--- src/rtl/tcc_pkg.sv ---
package tcc_pkg;

    localparam int TCC_CNT_W  = 16;
    localparam int TCC_FILT_W = 4;
    localparam int TCC_PSC_W  = 2;
    localparam int TCC_NUM_IN = 2;

    typedef enum logic [1:0] {
        SRC_OUTPUT  = 2'b00,
        SRC_OWN     = 2'b01,
        SRC_PARTNER = 2'b10,
        SRC_TRIG    = 2'b11
    } src_e;

    // Index of each pin inside the packed pin vector of the top module.
    localparam int PIN_OWN     = 0;
    localparam int PIN_PARTNER = 1;

endpackage

--- src/rtl/tcc_in_filter.sv ---
// Pin conditioner: two-flop synchronizer, run-length filter, edge pulses.
module tcc_in_filter #(
    parameter int FILT_W = 4
) (
    input  logic              clk,
    input  logic              rst_n,
    input  logic              sample_tick,
    input  logic              pin,
    input  logic [FILT_W-1:0] cfg_filt,
    output logic              lvl,
    output logic              rise,
    output logic              fall
);

    localparam int RUN_W = FILT_W + 1;

    typedef struct packed {
        logic             s1;
        logic             s2;
        logic             lvl;
        logic             prev;
        logic [RUN_W-1:0] run;
    } flt_st_t;

    flt_st_t          st_q, st_d;
    logic [RUN_W-1:0] need;
    logic [RUN_W-1:0] run_inc;
    logic             step;

    always_comb begin
        need    = RUN_W'(cfg_filt) + RUN_W'(1);
        run_inc = st_q.run + RUN_W'(1);
        step    = sample_tick || (cfg_filt == '0);

        st_d      = st_q;
        st_d.s1   = pin;
        st_d.s2   = st_q.s1;
        st_d.prev = st_q.lvl;

        if (step) begin
            if (st_q.s2 == st_q.lvl) begin
                st_d.run = '0;
            end else if (run_inc == need) begin
                st_d.lvl = st_q.s2;
                st_d.run = '0;
            end else begin
                st_d.run = run_inc;
            end
        end
    end

    always_ff @(posedge clk) begin
        if (!rst_n) begin
            st_q <= '0;
        end else begin
            st_q <= st_d;
        end
    end

    assign lvl  = st_q.lvl;
    assign rise = st_q.lvl & ~st_q.prev;
    assign fall = ~st_q.lvl & st_q.prev;

endmodule

--- src/rtl/tcc_prescaler.sv ---
// Event divider: lets through every 2**cfg_psc-th event after a clear.
module tcc_prescaler #(
    parameter int PSC_W = 2
) (
    input  logic                  clk,
    input  logic                  rst_n,
    input  logic                  clr,
    input  logic                  evt,
    input  logic [PSC_W-1:0]      cfg_psc,
    output logic                  fire,
    output logic [(2**PSC_W)-2:0] ev_cnt
);

    localparam int DIV_W = (2 ** PSC_W) - 1;

    typedef struct packed {
        logic [DIV_W-1:0] cnt;
        logic [PSC_W-1:0] prev;
    } psc_st_t;

    psc_st_t          st_q, st_d;
    logic [DIV_W-1:0] lim;
    logic [DIV_W-1:0] base;
    logic             restart;

    always_comb begin
        lim     = DIV_W'((32'd1 << cfg_psc) - 32'd1);
        restart = clr || (cfg_psc != st_q.prev);
        base    = restart ? '0 : st_q.cnt;

        st_d      = st_q;
        st_d.prev = cfg_psc;
        st_d.cnt  = base;
        fire      = 1'b0;

        if (evt) begin
            if (base == lim) begin
                fire     = 1'b1;
                st_d.cnt = '0;
            end else begin
                st_d.cnt = base + DIV_W'(1);
            end
        end
    end

    always_ff @(posedge clk) begin
        if (!rst_n) begin
            st_q <= '0;
        end else begin
            st_q <= st_d;
        end
    end

    assign ev_cnt = st_q.cnt;

endmodule

--- src/rtl/tcc_capture_reg.sv ---
// Shadow and visible capture registers with capture and overcapture flags.
module tcc_capture_reg #(
    parameter int CNT_W = 16
) (
    input  logic             clk,
    input  logic             rst_n,
    input  logic             fire,
    input  logic [CNT_W-1:0] cnt_val,
    input  logic             rd_strobe,
    input  logic             ovr_clr,
    output logic [CNT_W-1:0] cap_val,
    output logic             cap_flag,
    output logic             ovr_flag
);

    typedef struct packed {
        logic [CNT_W-1:0] shadow;
        logic [CNT_W-1:0] vis;
        logic             pend;
        logic             flag;
        logic             ovr;
    } cap_st_t;

    cap_st_t st_q, st_d;

    always_comb begin
        st_d = st_q;

        if (ovr_clr) begin
            st_d.ovr = 1'b0;
        end

        // Move shadow to the visible register unless the host is reading.
        if (st_q.pend && !rd_strobe) begin
            st_d.vis  = st_q.shadow;
            st_d.pend = 1'b0;
            st_d.flag = 1'b1;
            if (st_q.flag) begin
                st_d.ovr = 1'b1;
            end
        end else if (rd_strobe) begin
            st_d.flag = 1'b0;
        end

        if (fire) begin
            st_d.shadow = cnt_val;
            st_d.pend   = 1'b1;
        end
    end

    always_ff @(posedge clk) begin
        if (!rst_n) begin
            st_q <= '0;
        end else begin
            st_q <= st_d;
        end
    end

    assign cap_val  = st_q.vis;
    assign cap_flag = st_q.flag;
    assign ovr_flag = st_q.ovr;

endmodule

--- src/rtl/tmr_capture_chan.sv ---
module tmr_capture_chan
    import tcc_pkg::*;
#(
    parameter int CNT_W  = TCC_CNT_W,
    parameter int FILT_W = TCC_FILT_W,
    parameter int PSC_W  = TCC_PSC_W
) (
    input  logic              clk,
    input  logic              rst_n,
    input  logic              sample_tick,
    input  logic              pin_own,
    input  logic              pin_partner,
    input  logic              trig_in,
    input  logic [CNT_W-1:0]  cnt_val,
    input  logic [FILT_W-1:0] cfg_filt,
    input  logic              cfg_pol,
    input  logic [1:0]        cfg_src,
    input  logic [PSC_W-1:0]  cfg_psc,
    input  logic              cfg_cap_en,
    input  logic              rd_strobe,
    input  logic              ovr_clr,
    output logic [CNT_W-1:0]  cap_val,
    output logic              cap_flag,
    output logic              ovr_flag,
    output logic              trig_out
);

    localparam int DIV_W = (2 ** PSC_W) - 1;

    logic [TCC_NUM_IN-1:0] pins;
    logic [TCC_NUM_IN-1:0] lvl;
    logic [TCC_NUM_IN-1:0] rise;
    logic [TCC_NUM_IN-1:0] fall;
    logic [TCC_NUM_IN-1:0] edge_sel;
    src_e                  src;
    logic                  evt_raw;
    logic                  cap_active;
    logic                  psc_evt;
    logic                  cap_fire;
    logic [DIV_W-1:0]      psc_cnt;

    always_comb begin
        pins              = '0;
        pins[PIN_OWN]     = pin_own;
        pins[PIN_PARTNER] = pin_partner;
    end

    for (genvar i = 0; i < TCC_NUM_IN; i++) begin : g_in
        tcc_in_filter #(
            .FILT_W (FILT_W)
        ) u_flt (
            .clk         (clk),
            .rst_n       (rst_n),
            .sample_tick (sample_tick),
            .pin         (pins[i]),
            .cfg_filt    (cfg_filt),
            .lvl         (lvl[i]),
            .rise        (rise[i]),
            .fall        (fall[i])
        );
        assign edge_sel[i] = cfg_pol ? fall[i] : rise[i];
    end

    assign src = src_e'(cfg_src);

    always_comb begin
        unique case (src)
            SRC_OWN:     evt_raw = edge_sel[PIN_OWN];
            SRC_PARTNER: evt_raw = edge_sel[PIN_PARTNER];
            SRC_TRIG:    evt_raw = trig_in;
            default:     evt_raw = 1'b0;
        endcase
    end

    assign cap_active = cfg_cap_en && (src != SRC_OUTPUT);
    assign psc_evt    = evt_raw && cap_active;

    tcc_prescaler #(
        .PSC_W (PSC_W)
    ) u_psc (
        .clk     (clk),
        .rst_n   (rst_n),
        .clr     (!cap_active),
        .evt     (psc_evt),
        .cfg_psc (cfg_psc),
        .fire    (cap_fire),
        .ev_cnt  (psc_cnt)
    );

    tcc_capture_reg #(
        .CNT_W (CNT_W)
    ) u_cap (
        .clk       (clk),
        .rst_n     (rst_n),
        .fire      (cap_fire),
        .cnt_val   (cnt_val),
        .rd_strobe (rd_strobe),
        .ovr_clr   (ovr_clr),
        .cap_val   (cap_val),
        .cap_flag  (cap_flag),
        .ovr_flag  (ovr_flag)
    );

    assign trig_out = edge_sel[PIN_OWN];

endmodule

--- config.mk ---
export PLATFORM = sky130hd
export DESIGN_NAME = tmr_capture_chan
export DESIGN_NICKNAME = d
export VERILOG_FILES = /design/src/rtl/tcc_pkg.sv /design/src/rtl/tcc_in_filter.sv /design/src/rtl/tcc_prescaler.sv /design/src/rtl/tcc_capture_reg.sv /design/src/rtl/tmr_capture_chan.sv
export SDC_FILE = /design/constraint.sdc
export NUM_CORES = 1
export LEC_CHECK = 0
export CAP_MARGIN = 25
export CORE_MARGIN = 2
export CORE_UTILIZATION = 35
export DETAILED_ROUTE_END_ITERATION = 7
export SLEW_MARGIN = 20
export SYNTH_ARGS = -nofsm -noshare
export SYNTH_HDL_FRONTEND = slang
export SYNTH_SLANG_ARGS = --single-unit
export TNS_END_PERCENT = 100
--- constraint.sdc ---
create_clock -name clk -period 2.55 [get_ports clk]
set_input_delay 0.3825 -clock clk [delete_from_list [all_inputs] [get_ports clk]]
set_output_delay 0.3825 -clock clk [all_outputs]
set_load 0.05 [all_outputs]
# Word level (Yosys, flattened, before mapping)
# Index checks and enable logic that the tools add are counted.
# W data, S select, Z words.
dict set report op_classes {
  add_sub_neg 5
  n_eq_ne 9
  n_shift 1
  n_mux 19
  bitwise 10
  n_reduce_logical 13
}
# cell count
set ops {}
lappend ops {{$mux W5} 4}
lappend ops {{$mux W1} 11}
lappend ops {{$add A5 B1 Y5 const B} 2}
lappend ops {{$eq A5 B5 Y1} 2}
lappend ops {{$mux W3} 3}
lappend ops {{$not A1 Y1} 6}
lappend ops {{$reduce_and A3 Y1} 2}
lappend ops {{$reduce_bool A2 Y1} 3}
lappend ops {{$add A4 B1 Y5 const B} 1}
lappend ops {{$and A1 B1 Y1} 4}
lappend ops {{$eq A2 B2 Y1 const B} 2}
lappend ops {{$logic_not A4 Y1} 1}
lappend ops {{$add A3 B1 Y3 const B} 1}
lappend ops {{$eq A3 B3 Y1} 1}
lappend ops {{$logic_and A1 B1 Y1} 3}
lappend ops {{$pmux W1 S3} 1}
lappend ops {{$shl A1 B2 Y3 const A} 1}
lappend ops {{$sub A3 B1 Y3 const B} 1}
lappend ops {{$eq A1 B1 Y1} 2}
lappend ops {{$eq A2 B1 Y1 const B} 1}
lappend ops {{$logic_not A1 Y1} 2}
lappend ops {{$logic_or A1 B1 Y1} 2}
lappend ops {{$ne A2 B2 Y1} 1}
dict set report word_totals {
  ff_bits 58
  input_bits 34
  out_inout_bits 19
  word_cells 74
}

# Logic depth before layout (Yosys ltp)
# Gate-level depths: netlist of run 1.
dict set report depth {
  ltp_word 9
  ltp_mapped 8
  ltp_nobuf 7
}

# Cells and area by module
# From an unflattened synthesis of run 1, not the netlist that was laid out.
dict set report unflattened {
  cells_unflattened 318
  area_unflattened_um2 3099.2
}
# module instances cells_each area_each_um2 seq_area_each_um2
set by_module_without_submodules {}
lappend by_module_without_submodules {tcc_capture_reg 1 148 1493.9 700.7}
lappend by_module_without_submodules {tcc_in_filter 2 59 583.1 180.2}
lappend by_module_without_submodules {tcc_prescaler 1 45 375.4 100.1}
lappend by_module_without_submodules {tmr_capture_chan 1 7 63.8 0.0}

# Least setup slack after synthesis of run 1
# No wires, ideal clock.
dict set report synth_timing {
  path_kind {input to register}
  startpoint {input cfg_filt[0]}
  endpoint {register g_in[1].u_flt.st_q[3] in the netlist's numbering}
  setup_ps 62
  t_arrival_ps 1871
  required_ps 2488
  slack_ps 616
  cell_stages 7
  n_path_buf 0
  cell_sequence {ha_1 > nand3_2 > xnor3_1 > and4_4 > a211o_1 > or4_1 > nand3_1}
}
dict set report synth_between {
  elab_chain_len 4
  word_cells_on_any_way 6
  classes_between {add/sub: 1; eq/ne: 1; mux: 2; reduce/logical: 2}
}
# element line
set synth_rtl {}
lappend synth_rtl {{from (decl)} tmr_capture_chan.sv:15} ;# input logic [FILT_W-1:0] cfg_filt,
lappend synth_rtl {{$add A4 B1 Y5} tcc_in_filter.sv:31} ;# need = RUN_W'(cfg_filt) + RUN_W'(1);
lappend synth_rtl {{$eq A5 B5 Y1} tcc_in_filter.sv:43} ;# end else if (run_inc == need) begin
lappend synth_rtl {{$mux W5} tcc_in_filter.sv:43}
lappend synth_rtl {{$mux W5} tcc_in_filter.sv:41} ;# if (st_q.s2 == st_q.lvl) begin
lappend synth_rtl {{to (signal assigned)} tcc_in_filter.sv:56} ;# st_q <= st_d;
lappend synth_rtl {{to (decl)} tcc_in_filter.sv:25} ;# flt_st_t st_q, st_d;
# Several ways; a longest one is shown, not always the timed one.
# A chain may end at the register's enable or synchronous reset.

# Worst setup path after layout of run 1
dict set report layout_timing {
  startpoint {input cfg_filt[1]}
  endpoint {register g_in[1].u_flt.st_q[3] in the netlist's numbering}
}
# Same word-level chain as after synthesis.

==> impl_results.md, run 1 <==
- Status: complete, no violations
- CP endpoint: g_in[1].u_flt.st_q[3]
- CTS buffer count: 9
- WP data required: between 2 and 3 ns
- Hold Violations, Final: 0
- Ant diodes: 0
- Mapped Nets: 367
- Reg2Reg Depth: 7
- Max-cap violation count: 0
- Ys Warns: 0
- Setup crit start kind: primary input
- Area of the multi-input gates: roughly 1400 um^2
- Worst hold slack: around 0.43 ns
- Die W: between 90 and 100 um
- Die footprint: between 8000 and 9000 um^2
- Avg Vias per Cell: 4.84
- Initial antenna violation count: 0
- RSZ-0062 raised after global routing: false
- Fmax achieved: around 0.44 GHz
- Period utilization: 88.6%
- Max-slew violations: 0
- PwrDens: approximately 560 nW/um^2
- Clock buffer depth: 2
- Worst-Margin Slew: between 0.5 and 0.6 ns
- Critical R2R Launch: g_in[1].u_flt.st_q[0]
- Delay-heaviest family, CP: simple AND/OR/NAND/NOR gates
- Register Area: approximately 1200 um^2
- Hold Path Class: in -> reg
- CP Capture Type: register
- Register area share after synthesis: around 42%
- Final ANT Viol Nets: 0
- Largest net degree at the start of global routing: 51
- Synth async-reset ratio: 0%
- Core area: between 7000 and 8000 um^2
- Drt drc: 0
- Dpl ws: -0.0120 ns
- Layout cells sized above 1: a little under a tenth
- Area grow syn2layout: 27.1%
- Worst Setup SP: cfg_filt[1]
- First-pass GRT wire length: 10300 um
- Crit-path max FO: 4
- GPL Wtd Cong: around 0.85
- Final setup fails: 0
- Per-cell routed wire length: around 13 um
- Setup_tns: 0 ns
- Cts repair resizes: 0
- Worst setup path class: in -> reg
- Via count: around 2300
- Initial DRT Pass Iterations: 5
- Crit path max-delay cell type: clkdlybuf4s50_1
- Post-route worst setup slack: roughly 0.29 ns
- # fillers: 755
- Top Ports: 53
- EDFF count, synth: 0
- Cell Area, Placed: approximately 3300 um^2
- Post-synth top flop: dfxtp_1
- #FFs+latches synth: 58
- Initial Util: 35.9%
- # rows: 32
- Syn_area_per_cell: roughly 8.3 um^2
- Min Tclk post-route: between 2 and 2.5 ns
- Unique masters post-synth: 48
- Final clock skew: 0.00873 ns
- Total leakage power: roughly 1.2 nW
- Clock Root Buffer: clkbuf_8
- Layout Nets: about 410
- Synthesized area: around 2700 um^2
- PortBufs: between 50 and 60
- Vias in the first global route: ~2300
- Max-slew headroom: about two thirds
- Hold buffers post-CTS: 0
- Max incr delay on CP: about 0.51 ns
- Design Area, Final: 3490 um^2
- Crit path arrival time: between 2 and 3 ns
- Clk pin slew, worst setup/hold paths: 0.06 ns
- CP Cell Sequence: clkdlybuf4s50_1, ha_1, nand3_2, xnor3_1, and4_4, a211o_1, or4_1, nand3_1
- H-tree Lvls: 3
- Hpwl dp: between 4000 and 5000 um
- Reg2Reg Capture Point: g_in[1].u_flt.st_q[3]
- Commonest non-fill, non-tap cells in the layout: nand2_1 (59), dfxtp_1 (58), clkdlybuf4s50_1 (50), nand3_1 (34), a21oi_1 (26)
- Skew-Pair Late Insertion Delay: approximately 0.32 ns
- R2r setup slk: 0.53 ns
- Post-synthesis instance total: about 330
- Die Y: ~90 um
- Iter 0 DRT Violations: roughly 120
- WP buf/inv: 1
- CTS tree: built
- Peak VDD IR: between 0.2 and 0.3 mV
- Clk sink count: 58
- Final wirelength: 6010 um
- Path length in cells of the critical path: 8
- GRT Util Overall: 14.9%
- GR Overflow Total: 0
- Most common cell after layout, fill and taps aside: nand2_1
- Setup repair bufs after CTS: 0
## synth_stat cells, types with 2 or more instances
cell type / count / area (um^2)
nand2_1: 59 / 221
dfxtp_1: 58 / 1160
nand3_1: 34 / 170
a21oi_1: 26 / 130
buf_4: 18 / 135
xnor2_1: 13 / 114
nor2_1: 12 / 45.0
o21ai_0: 11 / 55.1
o21ai_1: 10 / 50.1
xor2_1: 10 / 87.6
clkbuf_1: 9 / 33.8
and2_1: 8 / 50.1
nand2b_1: 5 / 31.3
nand4_1: 5 / 31.3
ha_1: 4 / 50.1
nor3_1: 4 / 20.0
buf_1: 3 / 11.3
inv_1: 3 / 11.3
nand4b_1: 3 / 26.3
a21o_1: 2 / 15.0
a22oi_1: 2 / 15.0
buf_2: 2 / 10.0
nor2b_1: 2 / 12.5
or4_1: 2 / 15.0
## layout make-up
type	count	share of cell area [%]
multi-input combinational	235	39.5
sequential	58	33.3
timing repair buffer	62	17.2
clock buffer	12	4.45
tap	102	3.66
clock inverter	4	1.43
inverter	4	0.430
## cell families after synthesis
family | Yosys count | share of synthesized area, %
and+or+nand+nor | 145 | 26.8
AOI/OAI and AO/OA | 62 | 13.5
DFF | 58 | 42.3
buffers and inverters | 36 | 7.47
xor gates and xnor gates | 24 | 8.16
adders and majority gates | 4 | 1.82
## tightest hold or removal path: stages
cell    delay, ns
buf_2        0.10
inv_2        0.11
nor2_1       0.11
## routing by layer
metal / GRT usage (%) / vias to the layer above / part of all wire (%)
li1: - / 1197 / -
met1: 20.3 / 1053 / 49
met2: 22.9 / 51 / 46
met3: 3.50 / 7 / 3.5
met4: 5.47 / 0 / 1.7
met5: 0 / - / 0
## flip-flops by register name, summed over array words and instances (netlist names)
name	cells
g_in.u_flt.st_q	14
g_in.u_flt.st_d	2
u_psc.st_q	2
u_cap.st_q	17
u_psc.ev_cnt	3
u_cap.cap_flag	1
u_cap.ovr_flag	1
u_cap.cap_val	16
g_in.u_flt.lvl	2
## through the flow
step / instances / power, W / util, %
after global routing: 477 / 0.00202 / 45.6
final: 477 / 0.00194 / 45.6
after detailed placement: 461 / 0.00110 / 42.9
after floorplan: 329 / 0.00102 / -
after global placement: 461 / 0.00110 / 42.9
after CTS: 477 / 0.00196 / 45.6
## power by group
part,internal (W),switching [W],total [W]
registers,0.000913,0.00000551,0.000919
clock network,0.000503,0.000352,0.000855
logic,0.0000850,0.0000792,0.000164
## worst min-delay path by stage
stage / start / end / slack, ns / cells past startpoint
CTS: rst_n / g_in[1].u_flt.st_q[0] / 0.43 / 3
global route: g_in[0].u_flt.st_d[7] / g_in[0].u_flt.st_q[7] / 0.44 / 1
global placement: g_in[0].u_flt.st_d[7] / g_in[0].u_flt.st_q[7] / 0.42 / 1
finish: rst_n / g_in[1].u_flt.st_q[0] / 0.43 / 3
detailed placement: g_in[0].u_flt.st_d[7] / g_in[0].u_flt.st_q[7] / 0.42 / 1
floorplan: g_in[0].u_flt.st_d[7] / g_in[0].u_flt.st_q[7] / 0.41 / 1
No activity file was read; power rests on OpenSTA's default activity.
==> inputs of run 2 (changes only) <==
CORE_MARGIN = 4   (was 2)
CORE_UTILIZATION = 51   (was 35)
PLACE_DENSITY = 0.79   (was unset)
==> impl_results.md, run 2 (synthesis results as in run 1) <==
- Post-route worst setup slack: ~0.28 ns
- Setup crit start kind: primary input
- Hold buffers post-CTS: 0
- Max incr delay on CP: around 0.51 ns
- Initial antenna violation count: 0
- Clock buffer depth: 2
- Clk pin slew, worst setup/hold paths: about 0.060 ns
- Setup repair bufs after CTS: 0
- Largest register FFs: 17
- Peak VDD IR: between 0.3 and 0.4 mV
- # rows: 26
- Max-slew headroom: between 50% and 60%
- Most common cell after layout, fill and taps aside: nand2_1
- Final setup fails: 0
- Part of the power in combinational logic: under 10%
- Hold Path Class: reg -> reg
- Clk sink count: 58
- Min Tclk post-route: between 2 and 2.5 ns
- Switching pwr: 0.000438 W
- Final ANT Viol Nets: 0
- Die Y: approximately 80 um
- Max-slew violations: 0
- RSZ-0062 raised after global routing: false
- Crit path arrival time: between 2 and 3 ns
- Worst setup path class: in -> reg
- Per-cell routed wire length: between 10 and 15 um
- Fmax achieved: 0.441 GHz
- Worst-Margin Slew: 0.653 ns
- # fillers: ~440
- GR Overflow Total: 0
- CTS tree: built
- H-tree Lvls: 3
- Die W: slightly above 80 um
- Drt drc: 0
- Power Internal: between 0.0015 and 0.002 W
- Design Area, Final: 3480 um^2
- Skew-Pair Late Insertion Delay: around 0.32 ns
- Sw Share: between 20% and 30%
- Clk pwr share: 47.9%
- Commonest non-fill, non-tap cells in the layout: nand2_1 (59), dfxtp_1 (58), clkdlybuf4s50_1 (50), nand3_1 (34), a21oi_1 (26)
- Dpl ws: -0.0221 ns
- Clock Root Buffer: clkbuf_8
- Placed cell count: between 400 and 500
- Final clock skew: between 0.007 and 0.008 ns
- Total power: about 0.0021 W
- Largest register by flop count: u_cap.st_q
- First-pass GRT wire length: ~10000 um
- Total leakage power: ~1.2 nW
- Cts repair resizes: 0
- CP Cell Sequence: clkdlybuf4s50_1, ha_1, nand3_2, xnor3_1, and4_4, a211o_1, or4_1, nand3_1
- GRT Util Overall: 19.9%
- Hpwl dp: slightly above 4000 um
- Die footprint: approximately 6600 um^2
- Vias in the first global route: approximately 2300
- Top Ports: 53
- Layout cells sized above 1: a little under a tenth
- Initial DRT Pass Iterations: 5
- Ant diodes: 0
- Core area: approximately 5200 um^2
- CTS buffer count: 9
- Area grow syn2layout: 26.6%
- Post-route insts no fill: 445
- Crit path max-delay cell type: clkdlybuf4s50_1
- Cell Area, Placed: about 3200 um^2
- Period utilization: between 80 and 90%
- Largest net degree at the start of global routing: between 50 and 60
- Initial Util: ~53%
- Hold Violations, Final: 0
- Final wirelength: roughly 6000 um
- Iter 0 DRT Violations: approximately 140
- Max-cap violation count: 0
- CP Capture Type: register
- WP data required: approximately 2.8 ns
- GPL Wtd Cong: 0.885
- WP buf/inv: 1
- Worst hold slack: around 0.43 ns
- PortBufs: 52
- Register share of total power: approximately 44%
- Status: complete, no violations
- Avg Vias per Cell: around 5.3
- Delay-heaviest family, CP: simple AND/OR/NAND/NOR gates
- Layout Nets: 408
- PwrDens: 598 nW/um^2
- Via count: 2341
- Crit-path max FO: 4
run 2: final timing paths:
kind,start,end,slack [ns],cells past startpoint
setup / recovery,cfg_filt[1],g_in[1].u_flt.st_q[3],0.28,8
hold / removal,g_in[0].u_flt.st_d[7],g_in[0].u_flt.st_q[7],0.43,1
hold reg to reg,g_in[0].u_flt.st_d[7],g_in[0].u_flt.st_q[7],0.43,1
setup reg to reg,g_in[1].u_flt.st_q[0],g_in[1].u_flt.st_q[3],0.50,7
run 2: worst reg2reg max path: cells and delay by family, from the launching register on:
| kind | cells | cell delay (ns) |
|---|---|---|
| simple gates | 4 | 0.84 |
| flops | 1 | 0.41 |
| compound gates | 1 | 0.27 |
| fa+ha+maj | 1 | 0.25 |
| xor+xnor | 1 | 0.21 |
run 2: cell type report:
class | instances | area (um^2) | share of cell area, %
Clock buffer | 10 | 128 | 3.67
Clock inverter | 6 | 105 | 3.02
Inverter | 4 | 15.0 | 0.432
Multi-Input combinational cell | 235 | 1380 | 39.7
Sequential cell | 58 | 1160 | 33.4
Tap cell | 70 | 87.6 | 2.52
Timing Repair Buffer | 62 | 601 | 17.3
run 2: stage by stage:
stage / utilization (%) / TNS, ns
floorplan: - / 0
global placement: 62.7 / 0
detailed placement: 62.7 / -0.0423
CTS: 67.2 / 0
global route: 67.2 / 0
finish: 67.2 / 0
run 2: power groups by stage:
stage / sequential (W) / clock, W / combinational [W]
2_1_floorplan: 0.000938 / 0 / 0.0000807
3_3_place_gp: 0.000939 / 0 / 0.000160
3_5_place_dp: 0.000939 / 0 / 0.000163
4_1_cts: 0.000919 / 0.00101 / 0.000165
5_1_grt: 0.000919 / 0.00105 / 0.000179
6_report: 0.000919 / 0.000996 / 0.000165
run 2: routing by layer:
metal  vias to the layer above  GRT usage, %  wire, um
met2                        49          31.6      2920
met1                      1090          26.2      2750
met5                         -             0         0
met4                         0          8.11        40
li1                       1198             -         -
met3                         4          4.21       295
==> inputs of run 3 (changes only) <==
GPL_TIMING_DRIVEN = 0   (was unset)
==> impl_results.md, run 3 (synthesis results as in run 1) <==
- Final ANT Viol Nets: 0
- Max-cap violation count: 0
- Per-cell routed wire length: roughly 13 um
- Clock Root Buffer: clkbuf_8
- CP Cell Sequence: clkdlybuf4s50_1, ha_1, nand3_2, xnor3_1, and4_4, a211o_1, or4_1, nand3_1
- Max incr delay on CP: between 0.5 and 0.6 ns
- Total leakage power: approximately 1.3 nW
- Via count: between 2000 and 2500
- Switching pwr: 0.000462 W
- Placed cell count: 450
- R2r setup slk: around 0.46 ns
- Largest register FFs: 17
- Register share of total power: around 48%
- Sw Share: 23.9%
- Worst-Margin Slew: approximately 0.53 ns
- Area grow syn2layout: 29.4%
- GPL Wtd Cong: about 0.84
- Layout Nets: approximately 430
- WP data required: 2.83 ns
- Hold Path Class: in -> reg
- Hold Path Depth: 2
- Design Area, Final: 3550 um^2
- GRT Util Overall: 20.5%
- H-tree Lvls: 3
- Period utilization: roughly 93%
- Crit path arrival time: around 2.7 ns
- Power Internal: between 0.001 and 0.0015 W
- HP Start: cfg_psc[1]
- Hold EP: u_psc.st_q[1]
- Setup crit start kind: primary input
- # rows: 26
- Cell Area, Placed: ~3300 um^2
- Largest register by flop count: u_cap.st_q
- Cts repair resizes: 0
- Post-route insts no fill: 466
- Final clock skew: around 0.0066 ns
- Worst setup path class: in -> reg
- Clock buffer depth: 2
- Vias in the first global route: 2299
- Die Y: 81.4 um
- Clk pin slew, worst setup/hold paths: around 0.070 ns
- Final wirelength: around 6200 um
- Hold Violations, Final: 0
- Top Ports: 53
- Initial Util: approximately 53%
- CTS buffer count: 9
- Most common cell after layout, fill and taps aside: nand2_1
- Crit-path max FO: 5
- Status: complete, no violations
- Initial antenna violation count: 0
- Final setup fails: 0
- Largest net degree at the start of global routing: 12
- Core area: about 5200 um^2
- PwrDens: 544 nW/um^2
- Worst hold slack: 0.361 ns
- Drt drc: 0
- Total power: 0.00193 W
- Avg Vias per Cell: about 5.2
- Max-slew violations: 0
- Clk sink count: between 50 and 60
- Min Tclk post-route: 2.37 ns
- Die footprint: roughly 6600 um^2
- Peak VDD IR: about 0.42 mV
- Hold buffers post-CTS: 0
- Setup repair bufs after CTS: 0
- CTS tree: built
- Part of the power in combinational logic: 8.4%
- Reg2Reg Capture Point: g_in[1].u_flt.st_q[3]
- GR Overflow Total: 0
- Clk pwr share: a little over two fifths
- Crit path max-delay cell type: clkdlybuf4s50_1
- Die W: a little over 80 um
- Critical R2R Launch: g_in[1].u_flt.st_q[0]
- Initial DRT Pass Iterations: 4
- Max-slew headroom: around 64%
- Reg2Reg Depth: 7
- Iter 0 DRT Violations: 157
- RSZ-0062 raised after global routing: false
- Layout cells sized above 1: between 10 and 15%
- Commonest non-fill, non-tap cells in the layout: nand2_1 (59), dfxtp_1 (58), clkdlybuf4s50_1 (51), nand3_1 (34), a21oi_1 (25)
- Skew-Pair Late Insertion Delay: roughly 0.34 ns
- First-pass GRT wire length: around 10000 um
- Hpwl dp: roughly 4400 um
- Ant diodes: 0
- PortBufs: just over 50
- Fmax achieved: about 0.42 GHz
- CP Capture Type: register
## run 3: metrics by stage
step | util, % | setup WS, ns | TNS [ns]
floorplan | - | 0.616 | 0
global placement | 64.6 | -0.127 | -0.421
detailed placement | 64.6 | -0.150 | -0.879
CTS | 68.6 | 0.182 | 0
global route | 68.7 | 0.0873 | 0
finish | 68.7 | 0.179 | 0
## run 3: power by group through the flow
stage          Clock [W]  Combinational, W  Sequential [W]
3_5_place_dp           0          0.000161        0.000939
5_1_grt         0.000907          0.000178        0.000919
3_3_place_gp           0          0.000158        0.000939
2_1_floorplan          0         0.0000807        0.000938
6_report        0.000850          0.000163        0.000919
4_1_cts         0.000869          0.000162        0.000918
## run 3: final cells by class
class	count	area [um^2]
multi-input cells	235	1380
fillers	423	1620
inverters	4	15.0
clock buffers	10	138
clock inverters	6	66.3
plain buffers	32	190
repair buffers	51	510
flip-flops and latches	58	1160
well taps	70	87.6
## run 3: critical path: cells and delay by family
kind / cells / cell delay [ns]
and+or+nand+nor: 4 / 0.84
buffers and inverters: 1 / 0.59
xor gates and xnor gates: 1 / 0.34
AOI/OAI and AO/OA: 1 / 0.27
adders and majority gates: 1 / 0.24
## run 3: worst max-delay path by stage
stage | cells after the start | end | from
global route | 8 | g_in[1].u_flt.st_q[3] | cfg_filt[0]
detailed placement | 7 | g_in[0].u_flt.lvl | cfg_filt[0]
global placement | 8 | g_in[1].u_flt.st_q[3] | cfg_filt[0]
CTS | 4 | trig_out | cfg_pol
finish | 8 | g_in[1].u_flt.st_q[3] | cfg_filt[0]
floorplan | 7 | g_in[1].u_flt.st_q[3] | cfg_filt[0]
## run 3: metal layers
| metal | vias to the layer above | GRT usage (%) | part of all wire [%] |
|---|---|---|---|
| met4 | 0 | 8.61 | 1.7 |
| met5 | - | 0 | 0 |
| li1 | 1237 | - | - |
| met1 | 1127 | 26.2 | 45 |
| met2 | 68 | 32.8 | 47 |
| met3 | 10 | 4.99 | 5.8 |
